===== src/rtl/rxbf_edge.sv =====
module rxbf_edge (
  input  logic clk_i,
  input  logic rst_ni,
  input  logic lvl_i,
  output logic rise_o
);
  logic lvl_q;
  always_ff @(posedge clk_i or negedge rst_ni) begin
    if (!rst_ni) lvl_q <= 1'b0;
    else         lvl_q <= lvl_i;
  end
  assign rise_o = lvl_i & ~lvl_q;
endmodule


===== src/rtl/rxbf_store.sv =====
module rxbf_store #(
  parameter int unsigned DEPTH = 16,
  localparam int unsigned AW = (DEPTH > 1) ? $clog2(DEPTH) : 1,
  localparam int unsigned CW = $clog2(DEPTH + 1)
) (
  input  logic          clk_i,
  input  logic          rst_ni,
  input  logic          push_i,
  input  logic          pop_i,
  input  logic          bit_i,
  output logic          bit_o,
  output logic [CW-1:0] cnt_o
);
  logic [DEPTH-1:0] mem_q;
  logic [AW-1:0]    wptr_q, rptr_q;
  logic             dout_q;
  logic [CW-1:0]    cnt_q;

  function automatic logic [AW-1:0] nxt(input logic [AW-1:0] p);
    return (p == AW'(DEPTH - 1)) ? '0 : p + AW'(1);
  endfunction

  always_ff @(posedge clk_i or negedge rst_ni) begin
    if (!rst_ni) begin
      mem_q  <= '0;
      wptr_q <= '0;
      rptr_q <= '0;
      dout_q <= 1'b0;
      cnt_q  <= '0;
    end else begin
      if (push_i) begin
        mem_q[wptr_q] <= bit_i;
        wptr_q        <= nxt(wptr_q);
      end
      if (pop_i) begin
        dout_q <= mem_q[rptr_q];
        rptr_q <= nxt(rptr_q);
      end
      unique case ({push_i, pop_i})
        2'b10:   cnt_q <= cnt_q + CW'(1);
        2'b01:   cnt_q <= cnt_q - CW'(1);
        default: cnt_q <= cnt_q;
      endcase
    end
  end

  assign bit_o = dout_q;
  assign cnt_o = cnt_q;
endmodule


===== src/rtl/rxbf_level.sv =====
module rxbf_level #(
  parameter int unsigned CW = 5,
  parameter int unsigned LW = 4
) (
  input  logic [CW-1:0] cnt_i,
  input  logic [LW-1:0] limit_i,
  output logic          irq_o
);
  logic [LW-1:0] eff;
  always_comb begin
    eff   = (limit_i == '0) ? LW'(1) : limit_i;
    irq_o = (cnt_i >= CW'(eff));
  end
endmodule


===== src/rtl/rxbit_fifo.sv =====
module rxbit_fifo #(
  parameter int unsigned DEPTH   = 16,
  parameter int unsigned LIMIT_W = 4,
  localparam int unsigned CW = $clog2(DEPTH + 1)
) (
  input  logic               clk_i,
  input  logic               rst_ni,
  input  logic               fifo_en_i,
  input  logic               analog_sel_i,
  input  logic               wr_en_i,
  input  logic               rx_bit_i,
  input  logic               rx_strobe_i,
  input  logic               sel_ni,
  input  logic               rd_clk_i,
  input  logic [LIMIT_W-1:0] limit_i,
  input  logic               ovf_clr_i,
  output logic               data_o,
  output logic               dclk_o,
  output logic               fill_irq_o,
  output logic               full_wake_o,
  output logic               ovf_o
);
  logic          rd_rise, rd_pop, wr_req, wr_acc, pop_bit, ovf_q;
  logic [CW-1:0] cnt;

  rxbf_edge u_edge (
    .clk_i (clk_i),
    .rst_ni(rst_ni),
    .lvl_i (rd_clk_i),
    .rise_o(rd_rise)
  );

  assign rd_pop = fifo_en_i & ~sel_ni & rd_rise & (cnt != '0);
  assign wr_req = fifo_en_i & ~analog_sel_i & wr_en_i & rx_strobe_i;
  // Full buffer accepts only if a slot frees in the same cycle.
  assign wr_acc = wr_req & ((cnt != CW'(DEPTH)) | rd_pop);

  rxbf_store #(.DEPTH(DEPTH)) u_store (
    .clk_i (clk_i),
    .rst_ni(rst_ni),
    .push_i(wr_acc),
    .pop_i (rd_pop),
    .bit_i (rx_bit_i),
    .bit_o (pop_bit),
    .cnt_o (cnt)
  );

  rxbf_level #(.CW(CW), .LW(LIMIT_W)) u_level (
    .cnt_i  (cnt),
    .limit_i(limit_i),
    .irq_o  (fill_irq_o)
  );

  always_ff @(posedge clk_i or negedge rst_ni) begin
    if (!rst_ni)                ovf_q <= 1'b0;
    else if (wr_req && !wr_acc) ovf_q <= 1'b1;
    else if (ovf_clr_i)         ovf_q <= 1'b0;
  end

  assign data_o      = fifo_en_i ? pop_bit : rx_bit_i;
  assign dclk_o      = fifo_en_i ? 1'b0 : rx_strobe_i;
  assign full_wake_o = (cnt == CW'(DEPTH));
  assign ovf_o       = ovf_q;
endmodule


===== config.mk =====
export PLATFORM = sky130hd
export DESIGN_NAME = rxbit_fifo
export DESIGN_NICKNAME = d
export VERILOG_FILES = /design/src/rtl/rxbf_edge.sv /design/src/rtl/rxbf_store.sv /design/src/rtl/rxbf_level.sv /design/src/rtl/rxbit_fifo.sv
export SDC_FILE = /design/constraint.sdc
export NUM_CORES = 1
export LEC_CHECK = 0
export ABC_AREA = 0
export BUFFER_PORTS_ARGS = -buffer_cell sky130_fd_sc_hd__clkbuf_2
export CORE_UTILIZATION = 45
export CTS_CLUSTER_DIAMETER = 150
export CTS_CLUSTER_SIZE = 10
export DETAILED_ROUTE_END_ITERATION = 10
export MAX_ROUTING_LAYER = met4
export SLEW_MARGIN = 0
export SYNTH_ARGS = -nofsm -noshare
export SYNTH_HDL_FRONTEND = slang
export SYNTH_SLANG_ARGS = --single-unit

===== constraint.sdc =====
create_clock -name clk_i -period 3.2 [get_ports clk_i]
set_input_delay 0.48 -clock clk_i [delete_from_list [all_inputs] [get_ports clk_i]]
set_output_delay 0.48 -clock clk_i [all_outputs]
set_load 0.02 [all_outputs]

## After elaboration in Yosys (flattened, before gate mapping)

Cells that the tools add are included.

- Bits of input ports: 14
- Register bits: 32

- Reductions and logical operators: 7
- $add $sub $neg: 4
- $lt $le $gt $ge: 4
- Eq/ne operators: 6
- Bitwise gates (word level): 12
- Multiplexer cells: 13

Operators with widths:

| kind | number |
|---|---|
| $bwmux 16 | 1 |
| $mux 4 | 3 |
| $lt 4x5->1 const B | 2 |
| $pmux 5 s2 | 1 |
| $add 4x1->4 const B | 2 |
| $and 1x1->1 | 8 |
| $eq 4x4->1 const B | 2 |
| $mux 1 | 6 |
| $add 5x1->5 const B | 1 |
| $eq 5x5->1 const B | 1 |
| $ge 5x4->1 | 1 |
| $ne 5x5->1 const B | 1 |
| $reduce_bool 5->1 | 1 |
| $sub 5x1->5 const B | 1 |
| $bmux 1 s4 | 1 |
| $demux 1 s4 | 1 |
| $ge 4x1->1 const B | 1 |
| $logic_not 4->1 | 1 |
| $reduce_bool 2->1 | 2 |
| $not 1->1 | 3 |
| $eq 2x1->1 const B | 1 |
| $eq 2x2->1 const B | 1 |
| $logic_and 1x1->1 | 2 |
| $logic_not 1->1 | 1 |
| $or 1x1->1 | 1 |

## Depth between registers and ports, before layout

Gate-level depths: netlist of the first run.

- Word-level depth: 9
- Mapped depth: 12
- Gate-level depth less buffers: 11

## Hierarchy

Synthesis of the first run repeated with hierarchy kept, for this count alone.

- Cells, all modules: 181
- Area total of the unflattened synthesis: 1,923.1 um2

Modules (own cells, without submodules):

| module | area an instance (um2) | instances | cells an instance | seq. area each (um2) |
|---|---|---|---|---|
| rxbf_store | 1,654.1 | 1 | 151 | 750.7 |
| rxbf_level | 117.6 | 1 | 15 | 0.0 |
| rxbit_fifo | 112.6 | 1 | 13 | 25.0 |
| rxbf_edge | 38.8 | 1 | 2 | 25.0 |

## Least setup slack after synthesis of the first run

No wires, ideal clock.

- Path kind: input to register
- Start: input port sel_ni
- End: register u_store.cnt_q[4], in the netlist u_store.cnt_o[4]
- Stages: 11
- Slack: 0.470 ns
- Library setup time: 0.126 ns
- Arrival time: 2.604 ns
- Cell sequence: nand4bb_2 > a31oi_4 > buf_6 > inv_1 > ha_1 > ha_1 > nor2b_1 > o21ai_0 > a21oi_1 > or3b_1 > xnor2_1

- Word-level cells in the longest chain between the ends: 8
- Elaborated cells on any way between the ends: 10
- Classes of those cells: 2 x eq/ne; 1 x mux; 6 x bitwise; 1 x reduce/logical

Ends and longest elaborated chain:

| item | RTL line | text |
|---|---|---|
| from (decl) | rxbit_fifo.sv:13 | `input logic sel_ni,` |
| $not 1->1 (*) | rxbit_fifo.sv:33 | `assign rd_pop = fifo_en_i & ~sel_ni & rd_rise & (cnt != '0);` |
| $and 1x1->1 (*) (3 in a row) | rxbit_fifo.sv:33 |  |
| $or 1x1->1 | rxbit_fifo.sv:36 | `assign wr_acc = wr_req & ((cnt != CW'(DEPTH)) \| rd_pop);` |
| $and 1x1->1 | rxbit_fifo.sv:36 |  |
| $eq 2x1->1 or $eq 2x2->1 (tied branches) | rxbf_store.sv:39 | `unique case ({push_i, pop_i})` |
| $pmux 5 s2 or $reduce_bool 2->1 (tied branches) | -- |  |
| to (signal assigned) | rxbf_store.sv:40 | `2'b10: cnt_q <= cnt_q + CW'(1);` |
| to (signal assigned) | rxbf_store.sv:41 | `2'b01: cnt_q <= cnt_q - CW'(1);` |
| to (signal assigned) | rxbf_store.sv:42 | `default: cnt_q <= cnt_q;` |
| to (decl) | rxbf_store.sv:17 | `logic [CW-1:0] cnt_q;` |

Mark *: on every way between the ends. The rest lies on a longest branch, timed or not.
A chain may end at the register's enable or synchronous reset.

## Worst setup path after layout of the first run

- Start: register u_store.cnt_q[1], in the netlist u_store.cnt_o[1]
- End: register u_store.cnt_q[4], in the netlist u_store.cnt_o[4]

- Word-level cells in the longest chain between the ends: 6
- Elaborated cells on any way between the ends: 11
- Classes of those cells: 2 x add/sub; 3 x eq/ne; 1 x mux; 3 x bitwise; 2 x reduce/logical

Ends and longest elaborated chain:

| item | RTL line |
|---|---|
| $reduce_bool 5->1 | rxbit_fifo.sv:33 |
| $and 1x1->1 | rxbit_fifo.sv:33 |
| $or 1x1->1 | rxbit_fifo.sv:36 |
| $and 1x1->1 | rxbit_fifo.sv:36 |
| $eq 2x1->1 or $eq 2x2->1 (tied branches) | rxbf_store.sv:39 |
| $pmux 5 s2 or $reduce_bool 2->1 (tied branches) | -- |

Parallel ways exist; a longest one is shown, timed or not.

==> flow_summary.ini, run 1 <==
[floorplan]
die_w_um = 67.4
dieHeight_um = 67.4
start_util_pct = 47.4
ioPinCount = 19
row_count = 23
coreArea_sq_um = 4060
fp.dieArea_sq_um = 4540

[clocking]
cts_setup_buffers = 0
holdBufCountCts = 0
clock-sinks = 32
cts_inserted_buffers = 5
clockBufferDepth = 2
root_buffer = clkbuf_8
cts_tree = done
clk_latency_ns = 0.28
clk_pin_slew_worst_paths_ns = 0.07
cts_max_level = 2
ctsResizeCount = 0

[logic_synthesis]
synth_nets = 200
synthFlopType = dfrtp_1
synth_compound_area_share_pct = 8.59
synth_cells = 172
ys_async_sr_fraction_pct = 100
yosys_warnings = 0
synth-simple-area-share_pct = 15.5
synth_xor_area_share_pct = 2.73
seq_area_frac_synth_pct = 41.6
synth.cell_area_sq_um = 1920
synth-seq-cells = 32
yosys.area_share.adder_pct = 9.50
synth_edf_count = 0
synth_top_family_by_area = multiplexers
synth_cell_types = 42
synthMuxAreaShare_pct = 15.9
avgSynthCellArea_sq_um = 11.2

[sta]
rsz0062_at_grt = no
whs_ns = 0.277
slew_viol_final = 0
timing.fmax_mhz = 367
post-route-period-util_pct = 85.2
hold_viol_final = 0
setup-tns-final_ns = 0
finClkSkew_ns = 0.00441
slew_headroom_pct = 46.1
setup_viol = 0
tightestPinTransition_ns = 0.809
finalCriticalPeriod_ns = 2.73

[routing]
firstDrtPassIters = 4
viasPerCell = 5.54
antenna_left = 0
drc_errors = 0
wire_per_inst_um = 15.1
totalWireLength_um = 3640
route.vias.total = 1335
drt_iter0_markers = 58

[setup_path]
crit_path_end = u_store.cnt_o[4]
critPathMaxFanout = 5
r2r_cells = 11
critPathKind = flip-flop to flip-flop
crit_buf_inv = 2
required_ns = 3.37
r2r-end = u_store.cnt_o[4]
slowest_delay_ns = 0.45
worst-path-stages = 11
r2r-start = u_store.cnt_o[1]
end_kind = flip-flop
cp_slowest_cell = dfrtp_1
path_cells = nor4_4, a31oi_4, inv_1, ha_1, inv_1, fa_1, nor2b_1, o21ai_0, nand3_1, or3b_1, xnor2_1
rrSetupSlack_ns = 0.47
worstPathArrival_ns = 2.89
cpLargestDelayFamily = simple AND/OR/NAND/NOR gates
cp-start-kind = flip-flop
startpoint = u_store.cnt_o[1]
crit_path_frequent_cell = inv_1

[power_and_ir_drop]
comb_power_share_pct = 33.4
p_int_uw = 972
seqPwrFrac_pct = 46.1
leakagePower_uw = 0.000991
clock_power_share_pct = 20.5
swShare_pct = 38.6
ir_worst_vdd_uv = 379
power_switching_uw = 610
power_density_nw_per_um2 = 750

[cells_and_area]
diodes = 0
areaGrowthSynthToFinish_pct = 9.63
drive_above_1_share_pct = 22.0
num-fill-cells = 381
nets = 218
fin_area_sq_um = 2110
seq_area_sq_um = 801
final_util_pct = 52.0
layout_commonest_cell = dfrtp_1
multi_input_area_sq_um = 1000
final_cell_mix = dfrtp_1, clkbuf_2, nand3_1

[global_route]
grt_pass1_wl_um = 6240
grt_max_degree = 33
grt_pass1_vias = 1331
grt.total_usage_pct = 19.6
busiest_layer = met2
met2_usage_pct = 32.5
gr-usage-met1_pct = 22.4
grt_remaining_overflow = 0
met3_usage_pct = 5.07
antenna_found_initial = 0

[placed_design]
placed_area_sq_um = 2020
place_hpwl_um = 2640
numPortBuffers = 18
gp_congestion = 0.756

[run_status]
status = finished clean

[flow_run]
drv_cap = 0

[worst_hold_path]
hold_class = input pin to async pin
[worst register-to-register path: stages, from the launching register on]
cell	delay, ns
dfrtp_1	0.45
nor4_4	0.41
a31oi_4	0.13
inv_1	0.09
ha_1	0.22
inv_1	0.10
fa_1	0.41
nor2b_1	0.11
o21ai_0	0.10
nand3_1	0.09
or3b_1	0.36
xnor2_1	0.13
[logic make-up after synthesis]
kind of cell    after synthesis
buf+inv                      21
fa+ha+maj                    14
compound gates               25
mux                          25
flops                        32
xor+xnor                      6
simple gates                 49
[area by class of cell]
type | count | area share (%)
clock buffers | 8 | 4.27
repair buffers | 20 | 4.99
inverters | 12 | 2.14
well taps | 50 | 2.97
flip-flops and latches | 32 | 38.0
multi-input cells | 119 | 47.7
[through the flow]
step | worst slack, ns | total power, uW | std cells
finish | 0.472 | 1580 | 241
global route | 0.229 | 1700 | 241
CTS | 0.457 | 1600 | 241
detailed placement | 0.434 | 1270 | 233
global placement | 0.484 | 1230 | 233
floorplan | 0.470 | 1130 | 172
[state kept, by name, summed over array words and instances, names as in the netlist]
signal          cells
u_store.bit_o       1
u_store.wptr_q      4
u_store.cnt_o       5
u_store.rptr_q      4
u_store.mem_q      16
ovf_o               1
u_edge.lvl_q        1
[routing by layer]
| layer | vias up | wire length [um] |
|---|---|---|
| met5 | - | 0 |
| met4 | 0 | 55 |
| met3 | 7 | 72 |
| met2 | 8 | 1860 |
| met1 | 674 | 1650 |
| li1 | 646 | - |
[cells in the mapped netlist, types with 3 or more instances]
| cell type | n | area, sq um |
|---|---|---|
| mux2_2 | 6 | 67.6 |
| dfrtp_1 | 32 | 801 |
| buf_6 | 3 | 33.8 |
| inv_1 | 12 | 45.0 |
| nand3_1 | 17 | 85.1 |
| o21ai_0 | 10 | 50.1 |
| a31oi_1 | 3 | 18.8 |
| nand2_1 | 10 | 37.5 |
| nor2_1 | 3 | 11.3 |
| nand4_1 | 4 | 25.0 |
| xnor2_1 | 4 | 35.0 |
| mux2i_1 | 4 | 40.0 |
| nor2b_1 | 4 | 25.0 |
| ha_1 | 13 | 163 |
| mux2_1 | 11 | 124 |
| a21oi_1 | 4 | 20.0 |
[how the worst min path moves through the flow]
stage | start | endpoint | cells after the start
finish | rst_ni | u_store.rptr_q[0] | 1
CTS | rst_ni | u_store.rptr_q[2] | 1
detailed placement | u_store.mem_q[2] | u_store.mem_q[2] | 1
global placement | u_store.mem_q[3] | u_store.mem_q[3] | 1
global route | rd_clk_i | u_edge.lvl_q | 1
floorplan | rst_ni | ovf_o | 0
[power groups by stage]
stage / clock network [uW] / registers [uW] / logic, uW
5_1_grt: 356 / 757 / 592
6_report: 324 / 730 / 528
3_5_place_dp: 0 / 739 / 531
4_1_cts: 336 / 730 / 536
3_3_place_gp: 0 / 727 / 504
2_1_floorplan: 0 / 622 / 511
Note: power is estimated with default switching activity, not from simulation.
==> run 2: changes to the inputs <==
--- a/config.mk
+++ b/config.mk
@@ -5,13 +5,16 @@
 export SDC_FILE = /design/constraint.sdc
 export NUM_CORES = 1
 export LEC_CHECK = 0
-export ABC_AREA = 0
+export ABC_AREA = 1
 export BUFFER_PORTS_ARGS = -buffer_cell sky130_fd_sc_hd__clkbuf_2
-export CORE_UTILIZATION = 45
+export CELL_PAD_IN_SITES_DETAIL_PLACEMENT = 0
+export CELL_PAD_IN_SITES_GLOBAL_PLACEMENT = 1
+export CORE_UTILIZATION = 43
 export CTS_CLUSTER_DIAMETER = 150
 export CTS_CLUSTER_SIZE = 10
 export DETAILED_ROUTE_END_ITERATION = 10
 export MAX_ROUTING_LAYER = met4
+export PLACE_DENSITY_LB_ADDON = 0.1
 export SLEW_MARGIN = 0
 export SYNTH_ARGS = -nofsm -noshare
 export SYNTH_HDL_FRONTEND = slang
==> run 2 against run 1 <==
  * The flow now finishes with violations (DRC)
  * Cell count rose by 45%
  * Count of clock-buffer cells in the layout decreased by 1
  * Total power rose by 11%
  * Combinational power grew 21%
  * Clock power grew 33%
  * Clock skew hardly changed
  * Sequential share of layout area is 2.9 points lower
  * Via count up 28%
  * Critical path depth increased by 4
  * Synthesized cell count increased by 61%
  * Sequential power fell by 7.0%
  * Register-to-register slack improved by 0.29 ns
  * Critical path type unchanged
==> flow_summary.ini, run 2 <==
[cells_and_area]
diodes = 0
final_cell_mix = nand2_1, inv_1, nand3_1, dfrtp_1, nor2_1
largest_register = u_store.mem_q
nets = 325
drive_above_1_share_pct = 12.1
layout_commonest_cell = nand2_1
areaGrowthSynthToFinish_pct = 12.2
num-fill-cells = 463
largest_reg_flops = 16

[routing]
route.vias.total = 1710
dr.max_layer_used = met4
met1_length_um = 2230
totalWireLength_um = 4240
viasPerCell = 4.89
firstDrtPassIters = 7
met2WireLength_um = 1800
wl_met3_um = 153
drc_errors = 6
antenna_left = 0
wire_per_inst_um = 12.1
drt_iter0_markers = 88

[flow_run]
drv_cap = 0

[clocking]
ctsResizeCount = 0
cts_inserted_buffers = 5
cts_setup_buffers = 0
cts_max_level = 2
root_buffer = clkbuf_8
clk_pin_slew_worst_paths_ns = 0.07
clock-sinks = 32
cts_tree = done
clk_latency_ns = 0.28
clockBufferDepth = 2
holdBufCountCts = 0

[logic_synthesis]
synth_nets = 305
yosys-top-cells-count = nand2_1, inv_1, dfrtp_1, nand3_1, nor2_1
synth_xor_area_share_pct = 2.15
yosys_warnings = 0
synth_compound_area_share_pct = 9.42
synth_top_area_share_pct = 39.4
synth-seq-cells = 32
synthMuxAreaShare_pct = 0
synthFlopType = dfrtp_1
yosysMostFrequentCell = nand2_1
synth_top_family_by_area = simple AND/OR/NAND/NOR gates
synth-simple-area-share_pct = 29.4
avgSynthCellArea_sq_um = 7.34
seq_area_frac_synth_pct = 39.4
synth_edf_count = 0
ys_async_sr_fraction_pct = 100
yosys.area_share.adder_pct = 8.98
yosys.area.top_type = dfrtp_1
synth.cell_area_sq_um = 2030
synth_cell_types = 26
synth_area_leaders = dfrtp_1, nand2_1, inv_1
synth_cells = 277

[floorplan]
fp.dieArea_sq_um = 5010
ioPinCount = 19
dieHeight_um = 70.8
row_count = 24
die_w_um = 70.8
coreArea_sq_um = 4440
start_util_pct = 45.7

[sta]
setup_viol = 0
whs_ns = 0.291
setup-tns-final_ns = 0
post-route-period-util_pct = 76.3
finalCriticalPeriod_ns = 2.44
rsz0062_at_grt = no
timing.fmax_mhz = 410
tightestPinTransition_ns = 0.848
slew_viol_final = 0
slew_headroom_pct = 43.4
finClkSkew_ns = 0.00438
hold_viol_final = 0

[worst_hold_path]
hold_class = input pin to async pin

[setup_path]
rrSetupSlack_ns = 0.76
cp-start-kind = flip-flop
r2r-start = u_store.cnt_o[1]
r2r_cells = 15
required_ns = 3.38
worstPathArrival_ns = 2.62
end_kind = flip-flop
critPathMaxFanout = 16
r2r-end = u_store.cnt_o[4]
critPathKind = flip-flop to flip-flop

[placed_design]
gp_congestion = 0.757
place_hpwl_um = 3020
numPortBuffers = 18

[power_and_ir_drop]
power_density_nw_per_um2 = 767
ir_worst_vdd_uv = 370
leakagePower_uw = 0.00116

[run_status]
status = finished with violations
violations = DRC

[global_route]
antenna_found_initial = 0
grt_pass1_wl_um = 7580
grt_pass1_vias = 1618
grt_max_degree = 33
grt.total_usage_pct = 20.4
grt_remaining_overflow = 0
[run 2: worst max-delay path by stage]
stage	from	endpoint	slack, ns	cells after the start
floorplan	u_store.cnt_o[1]	u_store.cnt_o[4]	0.95	15
global placement	sel_ni	u_store.cnt_o[4]	0.76	16
detailed placement	sel_ni	u_store.cnt_o[4]	0.70	16
CTS	u_store.cnt_o[1]	u_store.cnt_o[4]	0.74	15
global route	u_store.cnt_o[0]	u_store.cnt_o[4]	0.45	15
finish	u_store.cnt_o[1]	u_store.cnt_o[4]	0.76	15
[run 2: area by class of cell]
type / instances / area [sq um] / share of cell area (%)
multi-input cells: 192 / 1010 / 44.5
flip-flops and latches: 32 / 801 / 35.1
inverters: 47 / 176 / 7.73
repair buffers: 19 / 97.6 / 4.28
clock buffers: 7 / 96.3 / 4.22
well taps: 52 / 65.1 / 2.85
clock inverters: 1 / 30.0 / 1.32
[run 2: logic make-up (layout without fill, tap and decap cells)]
logic type	after synthesis	after routing
fa+ha+maj	14	14
compound gates	36	36
xor+xnor	5	5
simple gates	137	137
buf+inv	53	74
flops	32	32
[run 2: metal layers]
layer,GRT usage [%],vias to the layer above
met4,6.89,0
met2,29.8,28
li1,-,914
met5,-,-
met1,27.9,764
met3,4.84,4
[run 2: where the power goes]
part           switching, uW  internal, uW
clock                    156           275
sequential               145           534
combinational            399           240
total                    700          1050
[run 2: stage by stage]
step	instances	power, uW	utilization, %	cell area (sq um)	worst slack, ns
after floorplan	277	1160	-	2030	0.953
after global placement	342	1330	48.5	2150	0.759
after detailed placement	342	1320	48.5	2150	0.703
after CTS	350	1760	51.3	2280	0.743
after global routing	350	1920	51.3	2280	0.454
final	350	1750	51.3	2280	0.759
[run 2: critical path, stage by stage, from the launching register on]
cell,delay (ns)
dfrtp_1,0.45
nor2_2,0.15
nand4_1,0.11
nand2_2,0.16
nand2_4,0.15
nand2_4,0.11
ha_1,0.27
inv_1,0.08
fa_1,0.36
inv_1,0.08
nand2_1,0.06
nand2_1,0.06
a21oi_1,0.07
xor2_1,0.14
nand2_1,0.06
nand2_1,0.04
==> run 3: changes to the inputs <==
==> constraint.sdc (replaced) <==
create_clock -name clk_i -period 2.4 [get_ports clk_i]
set_input_delay 0.36 -clock clk_i [delete_from_list [all_inputs] [get_ports clk_i]]
set_output_delay 0.36 -clock clk_i [all_outputs]
set_load 0.02 [all_outputs]
==> run 3 against run 2 <==
  * The flow still finishes with violations (DRC)
  * Flip-flop and latch count is the same
  * Combinational power grew 37%
  * Cell count grew 1.4%
  * Clock power grew 0.9%
  * Critical endpoint unchanged
  * Largest cell class unchanged
==> flow_summary.ini, run 3 (synthesized netlist as in run 2, its figures left out) <==
[sta]
tightestPinTransition_ns = 0.825
finClkSkew_ns = 0.00825
setup_ws_ns = 0.201
rsz0062_at_grt = no
finalCriticalPeriod_ns = 2.20
setup_viol = 0
post-route-period-util_pct = 91.6
timing.fmax_mhz = 455
setup-tns-final_ns = 0
slew_headroom_pct = 45.0
hold_viol_final = 0
slew_viol_final = 0

[cells_and_area]
final_cell_mix = nand2_1, inv_1, nand3_1
diodes = 0
largest_register = u_store.mem_q
nets = 330
largest_reg_flops = 16
drive_above_1_share_pct = 14.5
layout_commonest_cell = nand2_1
areaGrowthSynthToFinish_pct = 13.0

[setup_path]
rrSetupSlack_ns = 0.20
slowest_delay_ns = 0.45
cp_slowest_cell = dfrtp_2
r2r-start = u_store.cnt_o[1]
worstPathArrival_ns = 2.38
required_ns = 2.59
critPathKind = flip-flop to flip-flop
path_cells = nor2_2, nand3_1, nor2_4, nand2_4, nand2_4, ha_4, inv_1, fa_1, inv_1, nand2_1, nand2_1, a21oi_1, xor2_1, nand2_1, nand2_1
r2r_cells = 15
cp-start-kind = flip-flop
critPathMaxFanout = 6
end_kind = flip-flop
crit_path_frequent_cell = nand2_1
startpoint = u_store.cnt_o[1]

[clocking]
cts_inserted_buffers = 5
clk_pin_slew_worst_paths_ns = 0.07
root_buffer = clkbuf_8
cts_tree = done
clock-sinks = 32
holdBufCountCts = 0
clk_latency_ns = 0.29
clockBufferDepth = 2
cts_max_level = 2

[routing]
firstDrtPassIters = 7
viasPerCell = 4.78
met1_length_um = 2370
wire_per_inst_um = 12.3
totalWireLength_um = 4350
drc_errors = 7
antenna_left = 0
drt_iter0_markers = 75
wl_met3_um = 189
met2WireLength_um = 1740
route.vias.total = 1698
dr.max_layer_used = met4

[floorplan]
row_count = 24
ioPinCount = 19
fp.dieArea_sq_um = 5010
die_w_um = 70.8
start_util_pct = 45.7
dieHeight_um = 70.8
coreArea_sq_um = 4440

[global_route]
grt_pass1_wl_um = 7520
antenna_found_initial = 0
grt_pass1_vias = 1634
grt_remaining_overflow = 0
grt.total_usage_pct = 20.0
grt_max_degree = 33

[placed_design]
numPortBuffers = 18
place_hpwl_um = 3170
place_ws_ns = 0.0701
gp_congestion = 0.782

[power_and_ir_drop]
power_density_nw_per_um2 = 966
leakagePower_uw = 0.00116
ir_worst_vdd_uv = 394

[worst_hold_path]
hold_class = input pin to async pin

[flow_run]
drv_cap = 0

[run_status]
violations = DRC
status = finished with violations
run 3: cell count changes in the layout (fill, tap and decap cells not counted), sizes merged:
cell and delta:
bufinv -1, clkbuf -1, clkinv +2, buf +5
run 3: path summary, 6_finish.rpt:
check,to
min reg2reg,u_store.mem_q[14]
max in group asynchronous,u_store.cnt_o[1]
min in group clk_i,u_edge.lvl_q
min,u_store.wptr_q[0]
max reg2reg,u_store.cnt_o[4]
max,u_store.cnt_o[4]
run 3: layout make-up:
class	instances	area [sq um]
flip-flops and latches	32	802
fillers	450	2150
multi-input cells	192	1030
clock inverters	2	10.0
well taps	52	65.1
repair buffers	24	135
inverters	47	176
clock buffers	6	82.6
run 3: metrics by stage:
| step | total power (uW) | cells | utilization [%] | cell area (sq um) | hold WS, ns |
|---|---|---|---|---|---|
| final | 2220 | 355 | 51.7 | 2300 | 0.165 |
| after global routing | 2440 | 355 | 51.7 | 2300 | 0.198 |
| after CTS | 2230 | 353 | 51.1 | 2270 | 0.190 |
| after detailed placement | 1780 | 345 | 49.0 | 2180 | 0.476 |
| after global placement | 1790 | 345 | 49.0 | 2180 | 0.469 |
| after floorplan | 1550 | 277 | - | 2030 | 0.0644 |
run 3: repair_timing:
action | 4_1_cts | 5_1_grt
buffers inserted | 0 | 2
endpoints found under the setup margin | 0 | 1
hold endpoints to repair | 0 | 0
resized for setup | 0 | 4
run 3: worst max-delay path, delay by kind of cell, from the launching register on:
family                     cells  cell delay [ns]
adders and majority gates      2             0.52
DFF                            1             0.45
buffers and inverters          2             0.12
AOI/OAI and AO/OA              1             0.06
xor gates and xnor gates       1             0.14
and+or+nand+nor                9             0.82
run 3: power breakdown:
group          switching [uW]  total (uW)  internal, uW
Sequential                196         911           714
Clock                     206         435           229
Combinational             544         876           332
run 3: layer usage:
metal | track usage, % | up-vias
li1 | - | 917
met1 | 27.5 | 740
met2 | 29.6 | 34
met3 | 4.56 | 7
met4 | 6.00 | 0
met5 | - | -
